[config.mk]
export PLATFORM = sky130hd
export DESIGN_NAME = uart_stat_regs
export DESIGN_NICKNAME = d
export VERILOG_FILES = /design/src/rtl/uart_stat_pkg.sv /design/src/rtl/uart_stat_fsm.sv /design/src/rtl/uart_stat_delta.sv /design/src/rtl/uart_stat_sticky.sv /design/src/rtl/uart_stat_regs.sv
export SDC_FILE = /design/constraint.sdc
export NUM_CORES = 1
export LEC_CHECK = 0
export ABC_CLOCK_PERIOD_IN_PS = 3800
export CAP_MARGIN = 20
export CORE_MARGIN = 2
export CORE_UTILIZATION = 52
export DETAILED_ROUTE_END_ITERATION = 6
export GPL_TIMING_DRIVEN = 0
export PLACE_DENSITY_LB_ADDON = 0.08
export SYNTH_ARGS = -nofsm -noshare
export SYNTH_HDL_FRONTEND = slang
export SYNTH_HIERARCHICAL = 1
export SYNTH_SLANG_ARGS = --single-unit
[constraint.sdc]
create_clock -name clk -period 3.8 [get_ports clk]
set_clock_uncertainty 0.15 [all_clocks]
set_input_delay 0.76 -clock clk [delete_from_list [all_inputs] [get_ports clk]]
set_output_delay 0.76 -clock clk [all_outputs]
set_load 0.02 [all_outputs]
[src/rtl/uart_stat_pkg.sv]
package uart_stat_pkg;

    typedef enum logic [1:0] {
        ST_PRIME = 2'd0,
        ST_LIVE  = 2'd1,
        ST_HOLD  = 2'd2
    } stat_state_e;

    localparam int REG_W = 16;

    localparam logic [1:0] SEL_SR1 = 2'd0;
    localparam logic [1:0] SEL_SR2 = 2'd1;
    localparam logic [1:0] SEL_TST = 2'd2;

    // write-one-to-clear masks
    localparam logic [REG_W-1:0] SR1_CLR_MASK = 16'h9D30;
    localparam logic [REG_W-1:0] SR2_CLR_MASK = 16'hBDF6;

    // stored reset images
    localparam logic [REG_W-1:0] SR1_RST = 16'h2040;
    localparam logic [REG_W-1:0] SR2_RST = 16'h4008;

    // bits overlaid from live levels
    localparam logic [REG_W-1:0] SR1_LIVE = 16'h6200;
    localparam logic [REG_W-1:0] SR2_LIVE = 16'h4229;

    // bit positions of status word 1
    localparam int B1_PARITY = 15;
    localparam int B1_CTS    = 14;
    localparam int B1_TXRDY  = 13;
    localparam int B1_CTSCHG = 12;
    localparam int B1_FRAME  = 10;
    localparam int B1_RXRDY  = 9;

    // bit positions of status word 2
    localparam int B2_TXEMPTY = 14;
    localparam int B2_RICHG   = 10;
    localparam int B2_RI      = 9;
    localparam int B2_DCDCHG  = 6;
    localparam int B2_DCD     = 5;
    localparam int B2_TXDONE  = 3;
    localparam int B2_BREAK   = 2;
    localparam int B2_OVERRUN = 1;
    localparam int B2_RXDATA  = 0;

endpackage

[src/rtl/uart_stat_fsm.sv]
module uart_stat_fsm
    import uart_stat_pkg::*;
(
    input  logic clk,
    input  logic rst_n,
    input  logic soft_rst_n,
    output logic arm
);

    stat_state_e state_q, state_d;

    always_comb begin
        state_d = state_q;
        unique case (state_q)
            ST_PRIME: state_d = soft_rst_n ? ST_LIVE : ST_HOLD;
            ST_LIVE:  state_d = soft_rst_n ? ST_LIVE : ST_HOLD;
            ST_HOLD:  state_d = soft_rst_n ? ST_PRIME : ST_HOLD;
            default:  state_d = ST_PRIME;
        endcase
    end

    always_ff @(posedge clk or negedge rst_n) begin
        if (!rst_n) state_q <= ST_PRIME;
        else        state_q <= state_d;
    end

    always_comb begin
        arm = 1'b0;
        unique case (state_q)
            ST_LIVE:  arm = soft_rst_n;
            default:  arm = 1'b0;
        endcase
    end

    // leaving hold always re-primes the baseline first
    a_r11_hold_exit: assert property (@(posedge clk) disable iff (!rst_n)
        (state_q == ST_HOLD && soft_rst_n) |=> (state_q == ST_PRIME && !arm));

    // no change recording in the cycle after soft reset is seen
    a_r8_hold_quiet: assert property (@(posedge clk) disable iff (!rst_n)
        !soft_rst_n |=> !arm);

endmodule

[src/rtl/uart_stat_delta.sv]
module uart_stat_delta #(
    parameter int N = 3
) (
    input  logic         clk,
    input  logic         rst_n,
    input  logic         arm,
    input  logic [N-1:0] lvl,
    output logic [N-1:0] chg
);

    logic [N-1:0] copy_q;

    for (genvar i = 0; i < N; i++) begin : g_line
        always_ff @(posedge clk or negedge rst_n) begin
            if (!rst_n) copy_q[i] <= 1'b0;
            else        copy_q[i] <= lvl[i];
        end
        assign chg[i] = arm & (lvl[i] ^ copy_q[i]);
    end

endmodule

[src/rtl/uart_stat_sticky.sv]
module uart_stat_sticky #(
    parameter int             W    = 16,
    parameter logic [W-1:0]   MASK = '0,
    parameter logic [W-1:0]   RST  = '0
) (
    input  logic         clk,
    input  logic         rst_n,
    input  logic         restore,
    input  logic         wr,
    input  logic [W-1:0] wdata,
    input  logic [W-1:0] set,
    output logic [W-1:0] q
);

    logic [W-1:0] clr;

    assign clr = wr ? (wdata & MASK) : '0;

    always_ff @(posedge clk or negedge rst_n) begin
        if (!rst_n)       q <= RST;
        else if (restore) q <= RST;
        else              q <= (q & ~clr) | set;
    end

    // soft reset restores the image
    a_r8_restore: assert property (@(posedge clk) disable iff (!rst_n)
        restore |=> (q == RST));

    // a set event survives a coincident clear
    a_r10_set_wins: assert property (@(posedge clk) disable iff (!rst_n)
        (!restore && set != '0) |=> ((q & $past(set)) == $past(set)));

    // masked ones clear when no event competes
    a_r4_clear: assert property (@(posedge clk) disable iff (!rst_n)
        (!restore && wr && ((wdata & MASK & set) == '0))
        |=> ((q & $past(wdata & MASK)) == '0));

    // bits outside the mask never clear
    a_r4_keep: assert property (@(posedge clk) disable iff (!rst_n)
        !restore |=> ((q & ~MASK) == (($past(q) | $past(set)) & ~MASK)));

endmodule

[src/rtl/uart_stat_regs.sv]
module uart_stat_regs
    import uart_stat_pkg::*;
#(
    parameter int FIFO_DEPTH = 32,
    parameter int CNT_W      = $clog2(FIFO_DEPTH + 1)
) (
    input  logic             clk,
    input  logic             rst_n,
    input  logic             soft_rst_n,
    input  logic [CNT_W-1:0] tx_count,
    input  logic [CNT_W-1:0] rx_count,
    input  logic [CNT_W-1:0] tx_thresh,
    input  logic [CNT_W-1:0] rx_thresh,
    input  logic             cts_in,
    input  logic             ri_in,
    input  logic             dcd_in,
    input  logic             parity_err_evt,
    input  logic             frame_err_evt,
    input  logic             overrun_evt,
    input  logic             break_evt,
    input  logic [1:0]       reg_sel,
    input  logic             wr_en,
    input  logic [15:0]      wr_data,
    output logic [15:0]      rd_data
);

    localparam logic [CNT_W-1:0] DEPTH_C = CNT_W'(FIFO_DEPTH);
    localparam int               N_LINES = 3;

    logic                arm;
    logic [N_LINES-1:0]  lines, chg;
    logic [REG_W-1:0]    sr1_set, sr2_set, sr1_q, sr2_q, sr1_live, sr2_live;
    logic [4:0]          tst_q;
    logic [CNT_W-1:0]    tx_free;
    logic                tx_empty, rx_empty, tx_full, rx_full;

    uart_stat_fsm u_fsm (
        .clk        (clk),
        .rst_n      (rst_n),
        .soft_rst_n (soft_rst_n),
        .arm        (arm)
    );

    assign lines = {dcd_in, ri_in, cts_in};

    uart_stat_delta #(.N(N_LINES)) u_delta (
        .clk   (clk),
        .rst_n (rst_n),
        .arm   (arm),
        .lvl   (lines),
        .chg   (chg)
    );

    always_comb begin
        sr1_set            = '0;
        sr1_set[B1_PARITY] = parity_err_evt;
        sr1_set[B1_FRAME]  = frame_err_evt;
        sr1_set[B1_CTSCHG] = chg[0];
        sr2_set             = '0;
        sr2_set[B2_RICHG]   = chg[1];
        sr2_set[B2_DCDCHG]  = chg[2];
        sr2_set[B2_OVERRUN] = overrun_evt;
        sr2_set[B2_BREAK]   = break_evt;
    end

    uart_stat_sticky #(.W(REG_W), .MASK(SR1_CLR_MASK), .RST(SR1_RST)) u_sr1 (
        .clk     (clk),
        .rst_n   (rst_n),
        .restore (!soft_rst_n),
        .wr      (wr_en && reg_sel == SEL_SR1),
        .wdata   (wr_data),
        .set     (sr1_set),
        .q       (sr1_q)
    );

    uart_stat_sticky #(.W(REG_W), .MASK(SR2_CLR_MASK), .RST(SR2_RST)) u_sr2 (
        .clk     (clk),
        .rst_n   (rst_n),
        .restore (!soft_rst_n),
        .wr      (wr_en && reg_sel == SEL_SR2),
        .wdata   (wr_data),
        .set     (sr2_set),
        .q       (sr2_q)
    );

    always_ff @(posedge clk or negedge rst_n) begin
        if (!rst_n)                           tst_q <= '0;
        else if (wr_en && reg_sel == SEL_TST) tst_q <= wr_data[13:9];
    end

    assign tx_free  = DEPTH_C - tx_count;
    assign tx_empty = (tx_count == '0);
    assign rx_empty = (rx_count == '0);
    assign tx_full  = (tx_count == DEPTH_C);
    assign rx_full  = (rx_count == DEPTH_C);

    always_comb begin
        sr1_live             = '0;
        sr1_live[B1_CTS]     = cts_in;
        sr1_live[B1_TXRDY]   = (tx_free >= tx_thresh);
        sr1_live[B1_RXRDY]   = (rx_count >= rx_thresh);
        sr2_live             = '0;
        sr2_live[B2_TXEMPTY] = tx_empty;
        sr2_live[B2_TXDONE]  = tx_empty;
        sr2_live[B2_RI]      = ri_in;
        sr2_live[B2_DCD]     = dcd_in;
        sr2_live[B2_RXDATA]  = !rx_empty;
    end

    always_comb begin
        case (reg_sel)
            SEL_SR1: rd_data = (sr1_q & ~SR1_LIVE) | sr1_live;
            SEL_SR2: rd_data = (sr2_q & ~SR2_LIVE) | sr2_live;
            SEL_TST: rd_data = {2'b00, tst_q, 2'b00, tx_empty, rx_empty,
                                tx_full, rx_full, 3'b000};
            default: rd_data = '0;
        endcase
    end

    // a CTS change one clock earlier, while armed, shows as a latched delta
    a_r3_cts_delta: assert property (@(posedge clk) disable iff (!rst_n)
        (arm && cts_in != $past(cts_in) && soft_rst_n) |=> sr1_q[B1_CTSCHG]);

endmodule

==> reports/qor.yml, run 1 <==
power_and_ir_drop:
  p_comb_share_pct: 25.9
  internal_power_uw: 660
  p_leak_nw: 1.40
  p_per_area_nw_per_um2: 302
  seqPwrFrac_pct: 44.4
  ir_worst_vdd_uv: 286
  switchingPower_uw: 253
  p_clk_share_pct: 29.7
  swShare_pct: 27.7
drt:
  drc: 0
  drtIter0Drc: 50
  postRouteWirelength_mm: 4.97
  ant_nets: 0
  wl_per_cell_um: 13.3
  first_pass_iters: 4
  via_count: 1825
  viasPerCell: 4.89
floorplan:
  die_area_um2: 4640
  initial_core_util_pct: 53.8
  fp.coreArea_um2: 3970
  fp.dieH_um: 68.1
  fp.dieW_um: 68.1
  ios: 69
  rows: 23
clock_network:
  post-cts-setup-buffers: 0
  numCtsBuffers: 5
  cts_tree: "done"
  worstSkewPairLatency_ns: 0.28
  clkTransAtPathRegs_ns: 0.07
  htree_levels: 2
  cts-root-buf: "clkbuf_8"
  clk_path_buf_depth: 2
  cts.sinks: 34
global_routing:
  grt_max_degree: 35
  grt_pass1_wl_mm: 7.73
  grt_antenna_before_repair: 0
  grt_pass1_vias: 1742
  grt_remaining_overflow: 0
  grt_usage_pct: 22.9
layout:
  final_core_util_pct: 76.1
  final_nets: 388
  final_cell_mix: "clkdlybuf4s50_1, nor2_1, inv_1"
  layout_commonest_cell: "clkdlybuf4s50_1"
  n_antenna_cell: 0
  area_growth_pct: 41.4
  drive_gt1_share_pct: 12.1
placed_design:
  gp_congestion: 0.782
  dpl.hpwl_mm: 3.67
  io_buffers: 63
timing:
  grt_setup_unrepaired: "false"
  slew_headroom_pct: 50.4
  period_minus_slack_ns: 3.69
  fin_tns_setup_ns: 0
  fmax_mhz: 271
  setup_violations: 0
  drv_slew: 0
  worst_pin_slew_ns: 0.743
  fin_crit_sh_pct: 97.1
  final-hold-violation-count: 0
worst_hold_path:
  hold_class: "flop to flop"
synth:
  syn-mean-instance-area_um2: 9.50
  syn_area_um2: 2140
  synth_warnings: 6
  syn_inst: 225
critical_path:
  crit_fanout: 2
  crit_path_end_kind: "output pin"
  crit_arrival_ns: 2.78
  worstSetupStartpointType: "input pin"
  crit_type: "input pin to output pin"
  crit_required_ns: 2.89
flow_run:
  maxCapViolCount: 0
outcome:
  outcome: "complete, no violations"
-- final cells by class --
cell class | instances | area (um^2)
clock inverters | 1 | 5.00
inverters | 34 | 128
flip-flops and latches | 34 | 852
clock buffers | 7 | 86.3
repair buffers | 63 | 619
fillers | 298 | 948
multi-input cells | 177 | 1220
well taps | 50 | 62.6
plain buffers | 7 | 53.8
-- state kept, by name (all words and copies together), names as in the netlist --
name,cells
u_sr1/q,13
u_fsm/state_q,2
tst_q,5
u_sr2/q,11
u_delta/copy_q,3
-- metrics by stage --
stage	area (um^2)	setup slack (ns)	hold slack [ns]	power (mW)	instances
3_5_place_dp	2930	-0.295	0.294	0.650	365
6_report	3020	0.109	0.305	0.913	373
2_1_floorplan	2240	0.853	0.255	0.535	252
4_1_cts	3030	0.0247	0.303	0.922	373
5_1_grt	3020	0.0287	0.333	0.966	373
3_3_place_gp	2930	-0.275	0.279	0.645	365
-- what timing repair did --
item                       CTS  global route
hold buffers                 0             0
hold endpoints to repair     0             0
setup endpoints to repair    1             2
gates resized for setup      8             2
-- worst max-delay path, stage by stage --
cell and delay [ns]:
clkdlybuf4s50_1 0.44, or4_1 0.57, nor3_1 0.26, nand2_1 0.09, nand2_1 0.06, clkdlybuf4s50_1 0.60
-- worst paths after layout --
check | start | to | slack [ns] | depth (start not counted)
max in group asynchronous | rst_n | u_sr1/q[7] | 2.63 | 1
hold / removal | u_fsm/state_q[0] | u_fsm/state_q[1] | 0.31 | 1
hold reg to reg | u_fsm/state_q[0] | u_fsm/state_q[1] | 0.31 | 1
min in group asynchronous | rst_n | tst_q[0] | 0.39 | 1
setup reg to reg | u_fsm/state_q[1] | u_sr1/q[12] | 2.45 | 4
setup / recovery | rx_count[1] | rd_data[5] | 0.11 | 6
-- power groups by stage --
| stage | combinational [mW] | clock (mW) | sequential [mW] |
|---|---|---|---|
| floorplan | 0.127 | 0 | 0.408 |
| global placement | 0.234 | 0 | 0.411 |
| detailed placement | 0.238 | 0 | 0.412 |
| CTS | 0.239 | 0.277 | 0.405 |
| global route | 0.262 | 0.296 | 0.409 |
| finish | 0.237 | 0.271 | 0.406 |
-- metal layers --
metal | track usage [%] | up-vias | part of all wire [%]
met5 | 0 | - | 0
met4 | 5.25 | 0 | 0.99
met3 | 5.43 | 7 | 5.7
met2 | 42.0 | 45 | 51
met1 | 26.8 | 841 | 42
li1 | - | 932 | -
Power figures use the tool's default switching activity.
==> run 2: changes to the inputs <==
--- a/config.mk
+++ b/config.mk
@@ -8,11 +8,10 @@
 export ABC_CLOCK_PERIOD_IN_PS = 3800
 export CAP_MARGIN = 20
 export CORE_MARGIN = 2
-export CORE_UTILIZATION = 52
+export CORE_UTILIZATION = 47
 export DETAILED_ROUTE_END_ITERATION = 6
 export GPL_TIMING_DRIVEN = 0
 export PLACE_DENSITY_LB_ADDON = 0.08
 export SYNTH_ARGS = -nofsm -noshare
 export SYNTH_HDL_FRONTEND = slang
-export SYNTH_HIERARCHICAL = 1
 export SYNTH_SLANG_ARGS = --single-unit
==> reports/qor.yml, run 2 <==
outcome:
  outcome: "complete, no violations"
layout:
  final_nets: 321
  top_register: "u_sr2.q"
  fillCellCount: 306
  area_growth_pct: 47.6
  drive_gt1_share_pct: 11.3
  layout_commonest_cell: "clkdlybuf4s50_1"
  final_cell_mix: "clkdlybuf4s50_1, nand2_1, dfrtp_1"
  n_antenna_cell: 0
  largestRegisters: "u_sr2.q x11, u_sr1.q x8, tst_q x5"
  largest_reg_flops: 11
  final_core_util_pct: 71.9
placed_design:
  io_buffers: 65
  gp_congestion: 0.739
  dpl.hpwl_mm: 3.10
critical_path:
  crit_type: "input pin to output pin"
  reg2reg_to: "u_sr2.q[6]"
  ff2ff_setup_slack_ns: 2.63
  worstSetupStartpointType: "input pin"
  rr_worst_depth: 4
  slowest_stage: "clkdlybuf4s50_1"
  worst_path_largest_cell_delay_ns: 0.53
  crit_path_end_kind: "output pin"
  r2r-start: "u_fsm.state_q[1]"
  worstPathCellList: "clkdlybuf4s50_1 > inv_1 > ha_1 > nand2b_1 > a21oi_1 > o221ai_1 > a21o_1 > clkdlybuf4s50_1"
  crit_family: "buffers and inverters"
  crit_buf_inv: 3
  crit_fanout: 3
  crit_path_frequent_cell: "clkdlybuf4s50_1"
  crit_arrival_ns: 2.78
  crit_cells: 8
  crit_required_ns: 2.89
global_routing:
  grt_pass1_vias: 1579
  grt_usage_pct: 21.2
  grt_max_degree: 18
  grt_remaining_overflow: 0
  grt_antenna_before_repair: 0
  grt_pass1_wl_mm: 6.88
synth:
  syn_area_um2: 1780
  yosysSeqAreaShare_pct: 40.7
  synth.ff_latch_count: 29
  yosysTopAreaCellShare_pct: 39.3
  async_flop_share_pct: 100
  synth_area_leader_cell: "dfrtp_1"
  ys_types: 36
  synth_top_cells_by_count: "dfrtp_1, nand2_1, a21oi_1"
  synth_edf_count: 0
  syn_inst: 182
  synthTopCellsByArea: "dfrtp_1, ha_1, a21oi_1, nand2_1, mux2_4"
  syn-mean-instance-area_um2: 9.80
  synth_nets: 248
  synth_flop_cell: "dfrtp_1"
  synth_warnings: 0
floorplan:
  fp.coreArea_um2: 3660
  fp.dieH_um: 65.6
  fp.dieW_um: 65.6
  rows: 22
  die_area_um2: 4310
  ios: 69
  initial_core_util_pct: 48.7
worst_hold_path:
  hp-start: "u_fsm.state_q[1]"
  hold_path_end: "u_fsm.state_q[0]"
  hold_class: "flop to flop"
  hold_depth: 1
drt:
  drtIter0Drc: 31
  ant_nets: 0
  viasPerCell: 5.01
  via_count: 1523
  first_pass_iters: 4
  wl_per_cell_um: 13.4
  drc: 0
  postRouteWirelength_mm: 4.09
clock_network:
  numCtsBuffers: 5
  htree_levels: 2
  postCtsHoldBufs: 0
  cts-root-buf: "clkbuf_8"
  worstSkewPairLatency_ns: 0.29
  clkTransAtPathRegs_ns: 0.06
  cts.sinks: 29
  cts_tree: "done"
  clk_path_buf_depth: 2
timing:
  slew_headroom_pct: 55.5
  final-hold-violation-count: 0
  setup_violations: 0
  fin_tns_setup_ns: 0
  grt_setup_unrepaired: "false"
  fin_crit_sh_pct: 97.1
  period_minus_slack_ns: 3.69
  worst_pin_slew_ns: 0.666
  fmax_mhz: 271
  drv_slew: 0
power_and_ir_drop:
  seqPwrFrac_pct: 39.1
  internal_power_uw: 652
  p_leak_nw: 1.20
  ir_worst_vdd_uv: 380
  p_comb_share_pct: 22.6
  p_per_area_nw_per_um2: 326
  switchingPower_uw: 205
  p_clk_share_pct: 38.3
  swShare_pct: 23.9
flow_run:
  maxCapViolCount: 0
-- run 2: what timing repair did --
action	in CTS	in global routing
gates resized for setup	1	2
setup endpoints to repair	1	1
setup buffers	0	0
pin swaps	0	0
-- run 2: power by group through the flow --
stage	Clock (mW)	Sequential, mW	Combinational, mW
after floorplan	0	0.338	0.0950
after global placement	0	0.340	0.190
after detailed placement	0	0.340	0.196
after CTS	0.335	0.335	0.197
after global routing	0.351	0.337	0.213
final	0.329	0.335	0.194
-- run 2: kinds of logic (layout without fill, tap and decap cells) --
family / Yosys count / in the layout / synth area share (%)
AO/OA/AOI/OAI: 41 / 41 / 14.5
adder cells (fa/ha/maj): 13 / 13 / 9.12
flip-flops: 29 / 29 / 40.7
buffers and inverters: 20 / 94 / 5.68
multiplexers: 10 / 10 / 7.01
AND/OR/NAND/NOR: 62 / 62 / 19.5
XOR/XNOR: 7 / 7 / 3.44
-- run 2: how the worst max path moves through the flow --
stage / from / to / slack (ns)
finish: rx_count[0] / rd_data[9] / 0.11
global route: rx_count[0] / rd_data[9] / 0.03
CTS: rx_count[0] / rd_data[9] / 0.08
detailed placement: tx_count[0] / rd_data[13] / -0.16
global placement: tx_count[0] / rd_data[13] / -0.15
floorplan: tx_count[0] / rd_data[13] / 0.94
-- run 2: layout make-up --
type / count / area, um^2 / area share (%)
Tap cell: 48 / 60.1 / 2.28
Sequential cell: 29 / 727 / 27.6
Clock inverter: 1 / 30.0 / 1.14
Timing Repair Buffer: 66 / 673 / 25.6
Buffer: 6 / 48.8 / 1.85
Clock buffer: 7 / 86.3 / 3.28
Multi-Input combinational cell: 133 / 956 / 36.3
Inverter: 14 / 52.6 / 2.00
-- run 2: stage by stage --
step	instance area (um^2)	total power, mW	hold WS, ns	setup WS (ns)	cells
after floorplan	1780	0.433	0.260	0.944	182
after global placement	2490	0.530	0.267	-0.145	295
after detailed placement	2520	0.537	0.292	-0.162	296
after CTS	2640	0.867	0.293	0.0764	304
after global routing	2630	0.900	0.304	0.0253	304
final	2630	0.858	0.295	0.111	304
-- run 2: metal layers --
layer | track usage [%] | routed length [um] | vias to the layer above
met2 | 36.2 | 1900 | 49
li1 | - | - | 771
met5 | 0 | 0 | -
met1 | 25.7 | 1840 | 698
met4 | 7.81 | 60 | 0
met3 | 5.31 | 289 | 5
